**src/rtl/tap_pkg.sv**
```systemverilog
package tap_pkg;

   localparam int IR_W = 3;

   typedef enum logic [3:0] {
      TS_RESET  = 4'd0,
      TS_IDLE   = 4'd1,
      TS_SEL_DR = 4'd2,
      TS_CAP_DR = 4'd3,
      TS_SH_DR  = 4'd4,
      TS_EX1_DR = 4'd5,
      TS_PAU_DR = 4'd6,
      TS_EX2_DR = 4'd7,
      TS_UPD_DR = 4'd8,
      TS_SEL_IR = 4'd9,
      TS_CAP_IR = 4'd10,
      TS_SH_IR  = 4'd11,
      TS_EX1_IR = 4'd12,
      TS_PAU_IR = 4'd13,
      TS_EX2_IR = 4'd14,
      TS_UPD_IR = 4'd15
   } tap_state_e;

   typedef enum logic [1:0] {
      DR_BYP = 2'd0,
      DR_ID  = 2'd1,
      DR_BSR = 2'd2
   } dr_sel_e;

   localparam logic [IR_W-1:0] OP_EXTEST  = 3'b000;
   localparam logic [IR_W-1:0] OP_IDCODE  = 3'b001;
   localparam logic [IR_W-1:0] OP_SAMPZ   = 3'b010;
   localparam logic [IR_W-1:0] OP_PRELOAD = 3'b100;
   localparam logic [IR_W-1:0] OP_BYPASS  = 3'b111;

endpackage

```
**src/rtl/tap_fsm.sv**
```systemverilog
module tap_fsm
   import tap_pkg::*;
(
   input  logic       tck,
   input  logic       por_n,
   input  logic       tms,
   output tap_state_e state
);

   tap_state_e nxt;

   always_comb begin
      unique case (state)
         TS_RESET:  nxt = tms ? TS_RESET  : TS_IDLE;
         TS_IDLE:   nxt = tms ? TS_SEL_DR : TS_IDLE;
         TS_SEL_DR: nxt = tms ? TS_SEL_IR : TS_CAP_DR;
         TS_CAP_DR: nxt = tms ? TS_EX1_DR : TS_SH_DR;
         TS_SH_DR:  nxt = tms ? TS_EX1_DR : TS_SH_DR;
         TS_EX1_DR: nxt = tms ? TS_UPD_DR : TS_PAU_DR;
         TS_PAU_DR: nxt = tms ? TS_EX2_DR : TS_PAU_DR;
         TS_EX2_DR: nxt = tms ? TS_UPD_DR : TS_SH_DR;
         TS_UPD_DR: nxt = tms ? TS_SEL_DR : TS_IDLE;
         TS_SEL_IR: nxt = tms ? TS_RESET  : TS_CAP_IR;
         TS_CAP_IR: nxt = tms ? TS_EX1_IR : TS_SH_IR;
         TS_SH_IR:  nxt = tms ? TS_EX1_IR : TS_SH_IR;
         TS_EX1_IR: nxt = tms ? TS_UPD_IR : TS_PAU_IR;
         TS_PAU_IR: nxt = tms ? TS_EX2_IR : TS_PAU_IR;
         TS_EX2_IR: nxt = tms ? TS_UPD_IR : TS_SH_IR;
         TS_UPD_IR: nxt = tms ? TS_SEL_DR : TS_IDLE;
         default:   nxt = TS_RESET;
      endcase
   end

   always_ff @(posedge tck or negedge por_n) begin
      if (!por_n) state <= TS_RESET;
      else        state <= nxt;
   end

   // run length of tms-high edges, saturating at five
   logic [2:0] ones_run;
   always_ff @(posedge tck or negedge por_n) begin
      if (!por_n)    ones_run <= 3'd0;
      else if (!tms) ones_run <= 3'd0;
      else if (ones_run != 3'd5) ones_run <= ones_run + 3'd1;
   end

   p_five_ones_reset_r1: assert property (@(posedge tck) disable iff (!por_n)
      (ones_run == 3'd5) |-> (state == TS_RESET));

endmodule

```
**src/rtl/tap_ir.sv**
```systemverilog
module tap_ir
   import tap_pkg::*;
(
   input  logic            tck,
   input  logic            por_n,
   input  tap_state_e      state,
   input  logic            tdi,
   output logic [IR_W-1:0] op,
   output logic            so
);

   localparam logic [IR_W-1:0] CAP_PAT = {{(IR_W-2){1'b0}}, 2'b01};

   logic [IR_W-1:0] sh;

   if (IR_W < 2) begin : g_bad_irw
      $error("instruction register needs at least two bits");
   end

   always_ff @(posedge tck or negedge por_n) begin
      if (!por_n) sh <= CAP_PAT;
      else if (state == TS_CAP_IR) sh <= CAP_PAT;
      else if (state == TS_SH_IR)  sh <= {tdi, sh[IR_W-1:1]};
   end

   always_ff @(posedge tck or negedge por_n) begin
      if (!por_n) op <= OP_IDCODE;
      else if (state == TS_RESET)  op <= OP_IDCODE;
      else if (state == TS_UPD_IR) op <= sh;
   end

   assign so = sh[0];

   p_ir_hold_r3: assert property (@(posedge tck) disable iff (!por_n)
      (state != TS_UPD_IR && state != TS_RESET) |=> $stable(op));

   p_ir_reset_r3: assert property (@(posedge tck) disable iff (!por_n)
      (state == TS_RESET) |=> (op == OP_IDCODE));

endmodule

```
**src/rtl/tap_shreg.sv**
```systemverilog
module tap_shreg #(
   parameter int W = 8
) (
   input  logic         tck,
   input  logic         por_n,
   input  logic         cap_en,
   input  logic [W-1:0] cap_val,
   input  logic         sh_en,
   input  logic         tdi,
   output logic [W-1:0] q
);

   if (W < 1) begin : g_bad_w
      $error("shift register width must be positive");
   end

   if (W == 1) begin : g_single
      always_ff @(posedge tck or negedge por_n) begin
         if (!por_n)      q <= '0;
         else if (cap_en) q <= cap_val;
         else if (sh_en)  q <= tdi;
      end
   end else begin : g_multi
      always_ff @(posedge tck or negedge por_n) begin
         if (!por_n)      q <= '0;
         else if (cap_en) q <= cap_val;
         else if (sh_en)  q <= {tdi, q[W-1:1]};
      end
   end

endmodule

```
**src/rtl/tap_boundary_ctrl.sv**
```systemverilog
module tap_boundary_ctrl
   import tap_pkg::*;
#(
   parameter int          BSR_LEN  = 12,
   parameter int          OE_CELL  = 5,
   parameter logic [31:0] ID_VALUE = 32'h0C3A_5E2B
) (
   input  logic               tck,
   input  logic               por_n,
   input  logic               tms,
   input  logic               tdi,
   output logic               tdo,
   output logic               tdo_oe,
   input  logic [BSR_LEN-1:0] pin_in,
   input  logic               func_oe,
   output logic [BSR_LEN-1:0] bsr_par,
   output logic               test_mode,
   output logic               bus_oe
);

   localparam int ID_W = 32;

   if (OE_CELL < 0 || OE_CELL >= BSR_LEN) begin : g_bad_oe
      $error("OE_CELL must index a boundary cell");
   end
   if (ID_VALUE[0] != 1'b1) begin : g_bad_id
      $error("identification code must have bit 0 set");
   end

   tap_state_e      state;
   logic [IR_W-1:0] op;
   logic            ir_so;

   tap_fsm u_fsm (
      .tck   (tck),
      .por_n (por_n),
      .tms   (tms),
      .state (state)
   );

   tap_ir u_ir (
      .tck   (tck),
      .por_n (por_n),
      .state (state),
      .tdi   (tdi),
      .op    (op),
      .so    (ir_so)
   );

   // instruction decode; unlisted codes fall to the skip register
   dr_sel_e sel;
   logic    ext, samz, upd_ok;

   always_comb begin
      sel    = DR_BYP;
      ext    = 1'b0;
      samz   = 1'b0;
      upd_ok = 1'b0;
      case (op)
         OP_EXTEST:  begin sel = DR_BSR; ext = 1'b1; upd_ok = 1'b1; end
         OP_IDCODE:  sel = DR_ID;
         OP_SAMPZ:   begin sel = DR_BSR; samz = 1'b1; end
         OP_PRELOAD: begin sel = DR_BSR; upd_ok = 1'b1; end
         default:    sel = DR_BYP;
      endcase
   end

   logic cap_dr, sh_dr, upd_dr;
   assign cap_dr = (state == TS_CAP_DR);
   assign sh_dr  = (state == TS_SH_DR);
   assign upd_dr = (state == TS_UPD_DR);

   logic [ID_W-1:0]    id_q;
   logic [0:0]         byp_q;
   logic [BSR_LEN-1:0] bsr_q;

   tap_shreg #(.W(ID_W)) u_id (
      .tck     (tck),
      .por_n   (por_n),
      .cap_en  (cap_dr && sel == DR_ID),
      .cap_val (ID_VALUE),
      .sh_en   (sh_dr && sel == DR_ID),
      .tdi     (tdi),
      .q       (id_q)
   );

   tap_shreg #(.W(1)) u_byp (
      .tck     (tck),
      .por_n   (por_n),
      .cap_en  (cap_dr && sel == DR_BYP),
      .cap_val (1'b0),
      .sh_en   (sh_dr && sel == DR_BYP),
      .tdi     (tdi),
      .q       (byp_q)
   );

   tap_shreg #(.W(BSR_LEN)) u_bsr (
      .tck     (tck),
      .por_n   (por_n),
      .cap_en  (cap_dr && sel == DR_BSR),
      .cap_val (pin_in),
      .sh_en   (sh_dr && sel == DR_BSR),
      .tdi     (tdi),
      .q       (bsr_q)
   );

   // parallel preload cells
   always_ff @(posedge tck or negedge por_n) begin
      if (!por_n)                bsr_par <= '0;
      else if (state == TS_RESET) bsr_par <= '0;
      else if (upd_dr && upd_ok) bsr_par <= bsr_q;
   end

   logic dr_so;
   always_comb begin
      case (sel)
         DR_ID:   dr_so = id_q[0];
         DR_BSR:  dr_so = bsr_q[0];
         default: dr_so = byp_q[0];
      endcase
   end

   // serial output retimed to the falling edge
   always_ff @(negedge tck or negedge por_n) begin
      if (!por_n) begin
         tdo    <= 1'b0;
         tdo_oe <= 1'b0;
      end else begin
         tdo_oe <= (state == TS_SH_DR) || (state == TS_SH_IR);
         if (state == TS_SH_IR)      tdo <= ir_so;
         else if (state == TS_SH_DR) tdo <= dr_so;
      end
   end

   assign test_mode = ext;
   assign bus_oe    = ext ? bsr_par[OE_CELL] : (samz ? 1'b0 : func_oe);

   p_tdo_oe_shift_r2: assert property (@(posedge tck) disable iff (!por_n)
      tdo_oe |-> (state == TS_SH_DR || state == TS_SH_IR));

   p_samplez_hiz_r9: assert property (@(posedge tck) disable iff (!por_n)
      (op == OP_SAMPZ) |-> !bus_oe);

   p_par_hold_r8: assert property (@(posedge tck) disable iff (!por_n)
      (state != TS_UPD_DR && state != TS_RESET) |=> $stable(bsr_par));

   p_reserved_noupd_r12: assert property (@(posedge tck) disable iff (!por_n)
      (upd_dr && op != OP_EXTEST && op != OP_PRELOAD) |=> $stable(bsr_par));

   p_reset_clear_r11: assert property (@(posedge tck) disable iff (!por_n)
      (state == TS_RESET) |=> (bsr_par == '0));

endmodule

```
**config.mk**
```make
export PLATFORM = sky130hd
export DESIGN_NAME = tap_boundary_ctrl
export DESIGN_NICKNAME = d
export VERILOG_FILES = /design/src/rtl/tap_pkg.sv /design/src/rtl/tap_fsm.sv /design/src/rtl/tap_ir.sv /design/src/rtl/tap_shreg.sv /design/src/rtl/tap_boundary_ctrl.sv
export SDC_FILE = /design/constraint.sdc
export NUM_CORES = 1
export LEC_CHECK = 0
export ABC_CLOCK_PERIOD_IN_PS = 3000
export BUFFER_PORTS_ARGS = -buffer_cell sky130_fd_sc_hd__buf_2
export CAP_MARGIN = 20
export CORE_UTILIZATION = 62
export CTS_CLUSTER_DIAMETER = 150
export DETAILED_ROUTE_END_ITERATION = 6
export GPL_TIMING_DRIVEN = 0
export PLACE_DENSITY = 0.83
export SETUP_SLACK_MARGIN = 0.2
export SYNTH_ARGS = -nofsm -noshare
export SYNTH_HDL_FRONTEND = slang
export SYNTH_SLANG_ARGS = --single-unit
```
**constraint.sdc**
```tcl
create_clock -name tck -period 3 [get_ports tck]
set_input_delay 0.75 -clock tck [delete_from_list [all_inputs] [get_ports tck]]
set_output_delay 0.75 -clock tck [all_outputs]
set_load 0.03 [all_outputs]
```
==> results.sh, run 1 <==
export IMPL_outcome="finished with violations"
export IMPL_violations="negative setup slack"
export IMPL_drv_slew=0
export IMPL_syn_to_final_growth_pct=17.51
export IMPL_tns_ns=-0.4680
export IMPL_grt_use_total_pct=27.73
export IMPL_clk_latency_ns=0.35
export IMPL_vias=2562
export IMPL_coreArea_sq_um=4786
export IMPL_cp_required_ns=1.66
export IMPL_place_gp_congestion=0.8571
export IMPL_numCtsBuffers=9
export IMPL_core_rowCount=25
export IMPL_critPathCaptureType="flip-flop"
export IMPL_reg2reg_depth=7
export IMPL_path_clk_slew_ns=0.07
export IMPL_clockBufferDepth=2
export IMPL_crit_fanout=3
export IMPL_cp_top_family="flip-flops"
export IMPL_hold_slack_ns=0.4839
export IMPL_gr_usage_met3_pct=7.182
export IMPL_synth_top_cell_by_area="dfrtp_1"
export IMPL_antenna_found_initial=0
export IMPL_nNetsFinal=394
export IMPL_fp_dieW_um=72.97
export IMPL_hold_path_class="reg -> reg"
export IMPL_startpoint="u_ir.op[0]$_DFFE_PN1P_"
export IMPL_synth_edf_count=0
export IMPL_cts_max_level=3
export IMPL_routed_wl_um=6784
export IMPL_slowest_delay_ns=0.54
export IMPL_setup_slack_ns=-0.2056
export IMPL_cts_tree="yes"
export IMPL_max_cap_violations=0
export IMPL_initial_core_util_pct=65.25
export IMPL_drt_wirelength_per_cell_um=15.21
export IMPL_synth_common_cells="nand2_1 (68), dfrtp_1 (65), o21ai_0 (44), nor2_1 (24)"
export IMPL_io_pins=33
export IMPL_routed_via_density=5.744
export IMPL_setup_viol=3
export IMPL_hold_violations=0
export IMPL_synth_cell_types=42
export IMPL_ys_flop_type="dfrtp_1"
export IMPL_clock_skew_ns=0.01858
export IMPL_grt_use_met1_pct=37.09
export IMPL_dieArea_sq_um=5325
export IMPL_netlist_area_sq_um=3123
export IMPL_avgSynthCellArea_sq_um=9.580
export IMPL_total_power_mw=3.720
export IMPL_worst_hold_path_num_cells=2
export IMPL_dpl_hpwl_um=4237
export IMPL_critPathBufInv=1
export IMPL_ys_warn_count=0
export IMPL_leakagePower_nw=1.738
export IMPL_worstPathArrival_ns=1.87
export IMPL_top_usage_layer="met2"
export IMPL_max_vdd_ir_drop_v=0.0007058
export IMPL_drt_iter0_markers=219
export IMPL_grt_max_degree=70
export IMPL_cts_root_buf="clkbuf_8"
export IMPL_synthTopCellsByArea="dfrtp_1 (52%), nand2_1 (8.2%), o21ai_0 (7.1%)"
export IMPL_grt_pass1_vias=2390
export IMPL_hold_start="u_id.q[21]$_DFFE_PN0P_"
export IMPL_relSlewSlack_pct=44.14
export IMPL_firstDrtPassIters=4
export IMPL_yosysSeqAreaShare_pct=55.37
export IMPL_cts_hold_buf=0
export IMPL_synth_async_reset_ratio_pct=100.0
export IMPL_cp_slowest_cell="dfstp_2"
export IMPL_diodes=0
export IMPL_final_fill_count=334
export IMPL_met2_usage_pct=42.58
export IMPL_rsz0062_at_grt="yes"
export IMPL_chipHeight_um=72.97
export IMPL_timing_rr_start="u_ir.op[0]$_DFFE_PN1P_"
export IMPL_r2r_setup_slack_ns=-0.21
export IMPL_grt_pass1_wl_um=10980
export IMPL_critical_path_cell_chain="inv_2 -> or3_4 -> ha_4 -> a22oi_2 -> nor2_1 -> a21oi_1 -> o22ai_1"
export IMPL_power_density_nw_per_um2=1014
export IMPL_worst_slew_pin_slew_ns=0.8379
export IMPL_drtAntennaViolNets=0
export IMPL_numPortBuffers=32
export IMPL_cp_start_kind="flip-flop"
export IMPL_clock_sinks=69
export IMPL_yosysTopAreaCellShare_pct=52.08
export IMPL_yosysMostFrequentCell="nand2_1"
export IMPL_drive_above_1_share_pct=21.90
export IMPL_min_to="u_id.q[21]$_DFFE_PN0P_"
export IMPL_r2r_end="tdo$_DFFE_NN0P_"
export IMPL_grt_overflow=0
export IMPL_path_class="reg -> reg"
export IMPL_syn_inst=326
export IMPL_synth_nets=346
export IMPL_ys_ff_latch=69
export IMPL_remaining_drc_errors=0
## per-layer routing
| layer | part of all wire (%) | wire length [um] |
|---|---|---|
| met1 | 45 | 3022 |
| met2 | 48 | 3288 |
| met5 | 0 | 0 |
| met3 | 5.0 | 338 |
| met4 | 2.0 | 134 |
## worst reg2reg max path, delay by kind of cell (launching register included)
kind            cells  cell delay [ns]
compound gates      3             0.36
fa+ha+maj           1             0.17
buf+inv             1             0.04
flops               1             0.54
simple gates        2             0.41
## stage by stage
stage / instance area, sq um / worst slack (ns) / cells / utilization, %
finish: 3670 / -0.2056 / 446 / 76.68
global route: 3670 / -0.2622 / 446 / 76.68
CTS: 3649 / -0.2384 / 444 / 76.24
detailed placement: 3387 / -0.3204 / 425 / 70.77
global placement: 3385 / -0.5179 / 425 / 70.72
floorplan: 3141 / -0.1742 / 326 / -
## where the power goes
part	switching, mW	internal [mW]	leakage, nW
clock	0.358	0.468	0.107
combinational	0.885	0.552	0.759
sequential	0.212	1.24	0.872
total	1.46	2.27	1.74
## sequential cells by signal (all words and copies together), names as in the netlist
| signal | flops |
|---|---|
| u_ir.op | 3 |
| u_fsm.state | 4 |
| bsr_par | 12 |
| u_byp.q | 1 |
| tdo_oe | 1 |
| u_ir.sh | 3 |
| u_id.q | 32 |
| u_bsr.q | 12 |
| tdo | 1 |
## worst max path at each step
stage / end / slack [ns] / cells after the start
after floorplan: tdo$_DFFE_NN0P_ / -0.17 / 7
after global placement: tdo$_DFFE_NN0P_ / -0.52 / 1
after detailed placement: tdo$_DFFE_NN0P_ / -0.32 / 7
after CTS: tdo$_DFFE_NN0P_ / -0.24 / 7
after global routing: tdo$_DFFE_NN0P_ / -0.26 / 9
final: tdo$_DFFE_NN0P_ / -0.21 / 7
## layout make-up
cell class / instances / area [sq um] / area share, %
clock buffers: 10 / 127.6 / 3.478
clock inverters: 6 / 86.33 / 2.353
plain buffers: 24 / 130.1 / 3.546
well taps: 67 / 83.83 / 2.284
flip-flops and latches: 69 / 1729 / 47.12
multi-input cells: 224 / 1266 / 34.50
inverters: 9 / 33.78 / 0.9206
repair buffers: 37 / 212.7 / 5.796
## cells by family after synthesis
logic type	count (synthesis)	synth area share [%]
compound gates	94	18.03
xor+xnor	1	0.2805
fa+ha+maj	3	1.202
buf+inv	33	5.008
flops	69	55.37
mux	12	3.886
simple gates	114	16.23
## cell usage in the layout (no fill, tap or decap), drive strengths merged, types with 3 or more instances in the layout
master / instances
nor4b: 3
a21oi: 14
nor2: 24
o21ai: 54
ha: 3
clkbuf: 16
o22ai: 3
nand3: 3
inv: 10
a311oi: 3
nand2: 68
buf: 55
mux2i: 11
nand2b: 3
dfrtp: 65
a22o: 12
## what timing repair did
item,4_1_cts,5_1_grt
gates resized for setup,8,3
endpoints found under the hold margin,0,0
setup endpoints to repair,3,3
pin swaps,1,1
setup buffers,3,2
No activity file was read; power rests on OpenSTA's default activity.
==> run 2: changes to the inputs <==
Settings changed: REMOVE_ABC_BUFFERS set to 1.
==> results.sh, run 2 (synthesis results as in run 1) <==
export IMPL_fp_dieW_um=72.97
export IMPL_leakagePower_nw=1.706
export IMPL_outcome="finished with violations"
export IMPL_relSlewSlack_pct=43.60
export IMPL_final_cell_mix="nand2_1 (68), dfrtp_1 (61), o21ai_0 (44)"
export IMPL_initial_core_util_pct=65.25
export IMPL_pwr_share_clk_pct=25.2
export IMPL_syn_to_final_growth_pct=16.99
export IMPL_violations="negative setup slack"
export IMPL_routed_wl_um=6534
export IMPL_critPathCaptureType="flip-flop"
export IMPL_diodes=0
export IMPL_drt_iter0_markers=203
export IMPL_internal_power_mw=2.386
export IMPL_cp_slowest_cell="dfstp_2"
export IMPL_top_register="u_id.q"
export IMPL_worst_slew_pin_slew_ns=0.8460
export IMPL_vias=2449
export IMPL_worstPathArrival_ns=1.93
export IMPL_p_sw_share_pct=37.30
export IMPL_cp_start_kind="flip-flop"
export IMPL_numPortBuffers=32
export IMPL_place_inst=405
export IMPL_path_class="reg -> reg"
export IMPL_dieArea_sq_um=5325
export IMPL_numCtsBuffers=9
export IMPL_cts_max_level=3
export IMPL_drt_wirelength_per_cell_um=15.45
export IMPL_grt_use_total_pct=27.56
export IMPL_max_cap_violations=0
export IMPL_routed_via_density=5.790
export IMPL_multi_input_area_sq_um=1279
export IMPL_hold_violations=0
export IMPL_antenna_found_initial=0
export IMPL_setup_slack_ns=-0.2735
export IMPL_p_switching_mw=1.420
export IMPL_core_rowCount=25
export IMPL_largest_reg_flops=32
export IMPL_firstDrtPassIters=4
export IMPL_slowest_delay_ns=0.54
export IMPL_clk_latency_ns=0.34
export IMPL_cts_root_buf="clkbuf_8"
export IMPL_layout_commonest_cell="nand2_1"
export IMPL_seqCellArea_sq_um=1734
export IMPL_cp_required_ns=1.66
export IMPL_power_density_nw_per_um2=1042
export IMPL_coreArea_sq_um=4786
export IMPL_dpl_hpwl_um=3941
export IMPL_drive_above_1_share_pct=19.66
export IMPL_pwr_share_seq_pct=41.3
export IMPL_crit_fanout=3
export IMPL_grt_pass1_vias=2437
export IMPL_fin_cells=423
export IMPL_max_vdd_ir_drop_v=0.0006513
export IMPL_clock_sinks=69
export IMPL_cts_tree="yes"
export IMPL_power_frac_comb_pct=33.5
export IMPL_critical_path_cell_chain="inv_2 -> or3_4 -> ha_4 -> a22oi_2 -> nor2_1 -> a21oi_1 -> o22ai_1"
export IMPL_top_regs="u_id.q (32), bsr_par (12), u_bsr.q (12)"
export IMPL_final_fill_count=329
export IMPL_remaining_drc_errors=0
export IMPL_chipHeight_um=72.97
export IMPL_total_power_mw=3.806
export IMPL_grt_pass1_wl_um=10870
export IMPL_rsz0062_at_grt="yes"
export IMPL_grt_overflow=0
export IMPL_clockBufferDepth=2
export IMPL_clock_skew_ns=0.01739
export IMPL_place_gp_congestion=0.8491
export IMPL_drv_slew=0
export IMPL_drtAntennaViolNets=0
export IMPL_path_clk_slew_ns=0.07
export IMPL_grt_max_degree=70
export IMPL_tns_ns=-0.5152
export IMPL_setup_viol=3
export IMPL_io_pins=33
export IMPL_cts_hold_buf=0
export IMPL_nNetsFinal=371
export IMPL_hold_path_class="reg -> reg"
export IMPL_pre_cts_ws_ns=-0.4420
-- run 2: cell count changes in the layout (fill, tap and decap cells not counted), sizes merged --
cell,before,now
buf,55,38
clkbuf,16,13
clkinv,2,0
bufinv,2,3
inv,10,9
clkinvlp,1,0
-- run 2: critical path: cells and delay by family, from the launching register on --
| family | cells | cell delay, ns |
|---|---|---|
| fa+ha+maj | 1 | 0.19 |
| compound gates | 3 | 0.40 |
| flops | 1 | 0.54 |
| buf+inv | 1 | 0.04 |
| simple gates | 2 | 0.41 |
-- run 2: timing repair --
| item | in CTS | in global routing |
|---|---|---|
| gates resized for setup | 10 | 5 |
| buffers inserted | 2 | 0 |
| endpoints found under the setup margin | 3 | 5 |
| endpoints found under the hold margin | 0 | 0 |
-- run 2: worst paths after layout --
path                                              from                      to  depth (start not counted)  slack, ns
worst max-delay path            u_ir.op[0]$_DFFE_PN1P_         tdo$_DFFE_NN0P_                          7      -0.27
worst min-delay path            u_id.q[14]$_DFFE_PN0P_  u_id.q[14]$_DFFE_PN0P_                          2       0.48
min in group asynchronous                        por_n   u_id.q[5]$_DFFE_PN0P_                          1       0.51
worst min register to register  u_id.q[14]$_DFFE_PN0P_  u_id.q[14]$_DFFE_PN0P_                          2       0.48
worst max register to register  u_ir.op[0]$_DFFE_PN1P_         tdo$_DFFE_NN0P_                          7      -0.27
max in group asynchronous                        por_n        tdo_oe$_DFF_NN0_                          1       0.54
-- run 2: per-stage QoR --
stage                     cell area, sq um  util, %  hold WS [ns]
after detailed placement              3328    69.54        0.4706
after CTS                             3641    76.08        0.4861
after global placement                3244    67.79        0.4609
final                                 3654    76.34        0.4810
after global routing                  3654    76.34        0.5124
after floorplan                       3000        -        0.4497
-- run 2: area by class of cell --
class / instances / share of cell area (%)
clock buffers: 13 / 4.623
clock inverters: 3 / 2.466
multi-input cells: 224 / 35.00
repair buffers: 38 / 7.226
flip-flops and latches: 69 / 47.47
well taps: 67 / 2.295
inverters: 9 / 0.9247
-- run 2: power groups by stage --
stage / clock network, mW / registers, mW / logic, mW
after floorplan: 0 / 1.56 / 0.770
after global placement: 0 / 1.55 / 1.05
after detailed placement: 0 / 1.56 / 1.20
after CTS: 0.962 / 1.56 / 1.26
after global routing: 1.00 / 1.61 / 1.44
final: 0.960 / 1.57 / 1.28
-- run 2: layer usage --
metal / track usage [%] / share of wire (%) / routed length (um)
met3: 6.906 / 5.1 / 332
met2: 43.82 / 48 / 3132
met1: 35.57 / 45 / 2914
met4: 13.51 / 2.4 / 155
met5: 0 / 0 / 0
==> run 3: changes to the inputs <==
Settings changed: SKIP_CTS_REPAIR_TIMING set to 1.
==> results.sh, run 3 (synthesis results as in run 1) <==
export IMPL_initial_core_util_pct=65.25
export IMPL_dieArea_sq_um=5325
export IMPL_numPortBuffers=32
export IMPL_path_class="reg -> reg"
export IMPL_hold_path_class="reg -> reg"
export IMPL_grt_use_total_pct=26.92
export IMPL_cts_root_buf="clkbuf_8"
export IMPL_worstPathArrival_ns=1.97
export IMPL_numCtsBuffers=9
export IMPL_cts_max_level=3
export IMPL_rsz0062_at_grt="yes"
export IMPL_diodes=0
export IMPL_io_pins=33
export IMPL_setup_slack_ns=-0.3086
export IMPL_fin_util_pct=76.16
export IMPL_routed_wl_um=6511
export IMPL_outcome="finished with violations"
export IMPL_coreArea_sq_um=4786
export IMPL_power_density_nw_per_um2=1042
export IMPL_final_cell_mix="nand2_1 (68), dfrtp_1 (62), o21ai_0 (44)"
export IMPL_core_rowCount=25
export IMPL_dpl_hpwl_um=3941
export IMPL_max_vdd_ir_drop_v=0.0006498
export IMPL_critPathCaptureType="flip-flop"
export IMPL_fp_dieW_um=72.97
export IMPL_leakagePower_nw=1.706
export IMPL_layout_commonest_cell="nand2_1"
export IMPL_remaining_drc_errors=0
export IMPL_grt_max_degree=70
export IMPL_top_regs="u_id.q (32), bsr_par (12), u_bsr.q (12)"
export IMPL_hold_violations=0
export IMPL_drt_wirelength_per_cell_um=15.39
export IMPL_largest_reg_flops=32
export IMPL_grt_pass1_wl_um=10650
export IMPL_top_register="u_id.q"
export IMPL_routed_via_density=5.775
export IMPL_violations="negative setup slack"
export IMPL_grt_overflow=0
export IMPL_clock_sinks=69
export IMPL_total_power_mw=3.797
export IMPL_chipHeight_um=72.97
export IMPL_clock_skew_ns=0.01438
export IMPL_grt_pass1_vias=2395
export IMPL_drt_iter0_markers=222
export IMPL_tns_ns=-0.5474
export IMPL_drv_slew=0
export IMPL_place_gp_congestion=0.8491
export IMPL_final_fill_count=332
export IMPL_cp_start_kind="flip-flop"
export IMPL_cts_tree="yes"
export IMPL_setup_viol=3
export IMPL_relSlewSlack_pct=43.62
export IMPL_worst_slew_pin_slew_ns=0.8457
export IMPL_drtAntennaViolNets=0
export IMPL_firstDrtPassIters=4
export IMPL_crit_fanout=3
export IMPL_path_clk_slew_ns=0.07
export IMPL_clk_latency_ns=0.34
export IMPL_pre_cts_ws_ns=-0.4420
export IMPL_clockBufferDepth=2
export IMPL_cp_required_ns=1.66
export IMPL_drive_above_1_share_pct=19.38
export IMPL_vias=2443
export IMPL_max_cap_violations=0
export IMPL_syn_to_final_growth_pct=16.71
export IMPL_nNetsFinal=371
export IMPL_antenna_found_initial=0
[run 3: per-stage QoR]
stage          hold slack [ns]  instances  instance area (sq um)
2_1_floorplan           0.4497        302                   3000
3_3_place_gp            0.4609        401                   3244
3_5_place_dp            0.4706        405                   3328
4_1_cts                 0.4861        421                   3587
5_1_grt                 0.5124        423                   3645
6_report                0.4800        423                   3645
[run 3: metal layers]
metal	vias to the layer above	wire length, um	track usage (%)
met4	0	118	11.11
met5	-	0	0
met3	13	280	6.768
met2	62	3132	43.09
li1	1169	-	-
met1	1199	2978	35.38
[run 3: cell type report]
type | instances | area, sq um | share of cell area [%]
Clock buffer | 13 | 168.9 | 4.634
Clock inverter | 3 | 90.09 | 2.472
Inverter | 9 | 33.78 | 0.9269
Multi-Input combinational cell | 224 | 1271 | 34.88
Sequential cell | 69 | 1733 | 47.55
Tap cell | 67 | 83.83 | 2.300
Timing Repair Buffer | 38 | 264.0 | 7.243
[run 3: final timing paths]
kind / startpoint / endpoint / slack [ns] / cells past startpoint
max in group asynchronous: por_n / tdo$_DFFE_NN0P_ / 0.53 / 1
worst max register to register: u_ir.op[0]$_DFFE_PN1P_ / tdo$_DFFE_NN0P_ / -0.31 / 7
min in group asynchronous: por_n / u_id.q[5]$_DFFE_PN0P_ / 0.51 / 1
worst max-delay path: u_ir.op[0]$_DFFE_PN1P_ / tdo$_DFFE_NN0P_ / -0.31 / 7
worst min-delay path: u_id.q[14]$_DFFE_PN0P_ / u_id.q[14]$_DFFE_PN0P_ / 0.48 / 2
worst min register to register: u_id.q[14]$_DFFE_PN0P_ / u_id.q[14]$_DFFE_PN0P_ / 0.48 / 2
[run 3: power by group]
part / switching [mW] / internal, mW
sequential: 0.322 / 1.25
combinational: 0.755 / 0.515
clock: 0.336 / 0.621
total: 1.41 / 2.38
[run 3: critical path, cell delays in order (launching register included)]
cell     delay [ns]
dfstp_2        0.57
inv_2          0.05
or3_4          0.36
ha_4           0.19
a22oi_2        0.15
nor2_1         0.06
a21oi_1        0.15
o22ai_1        0.10
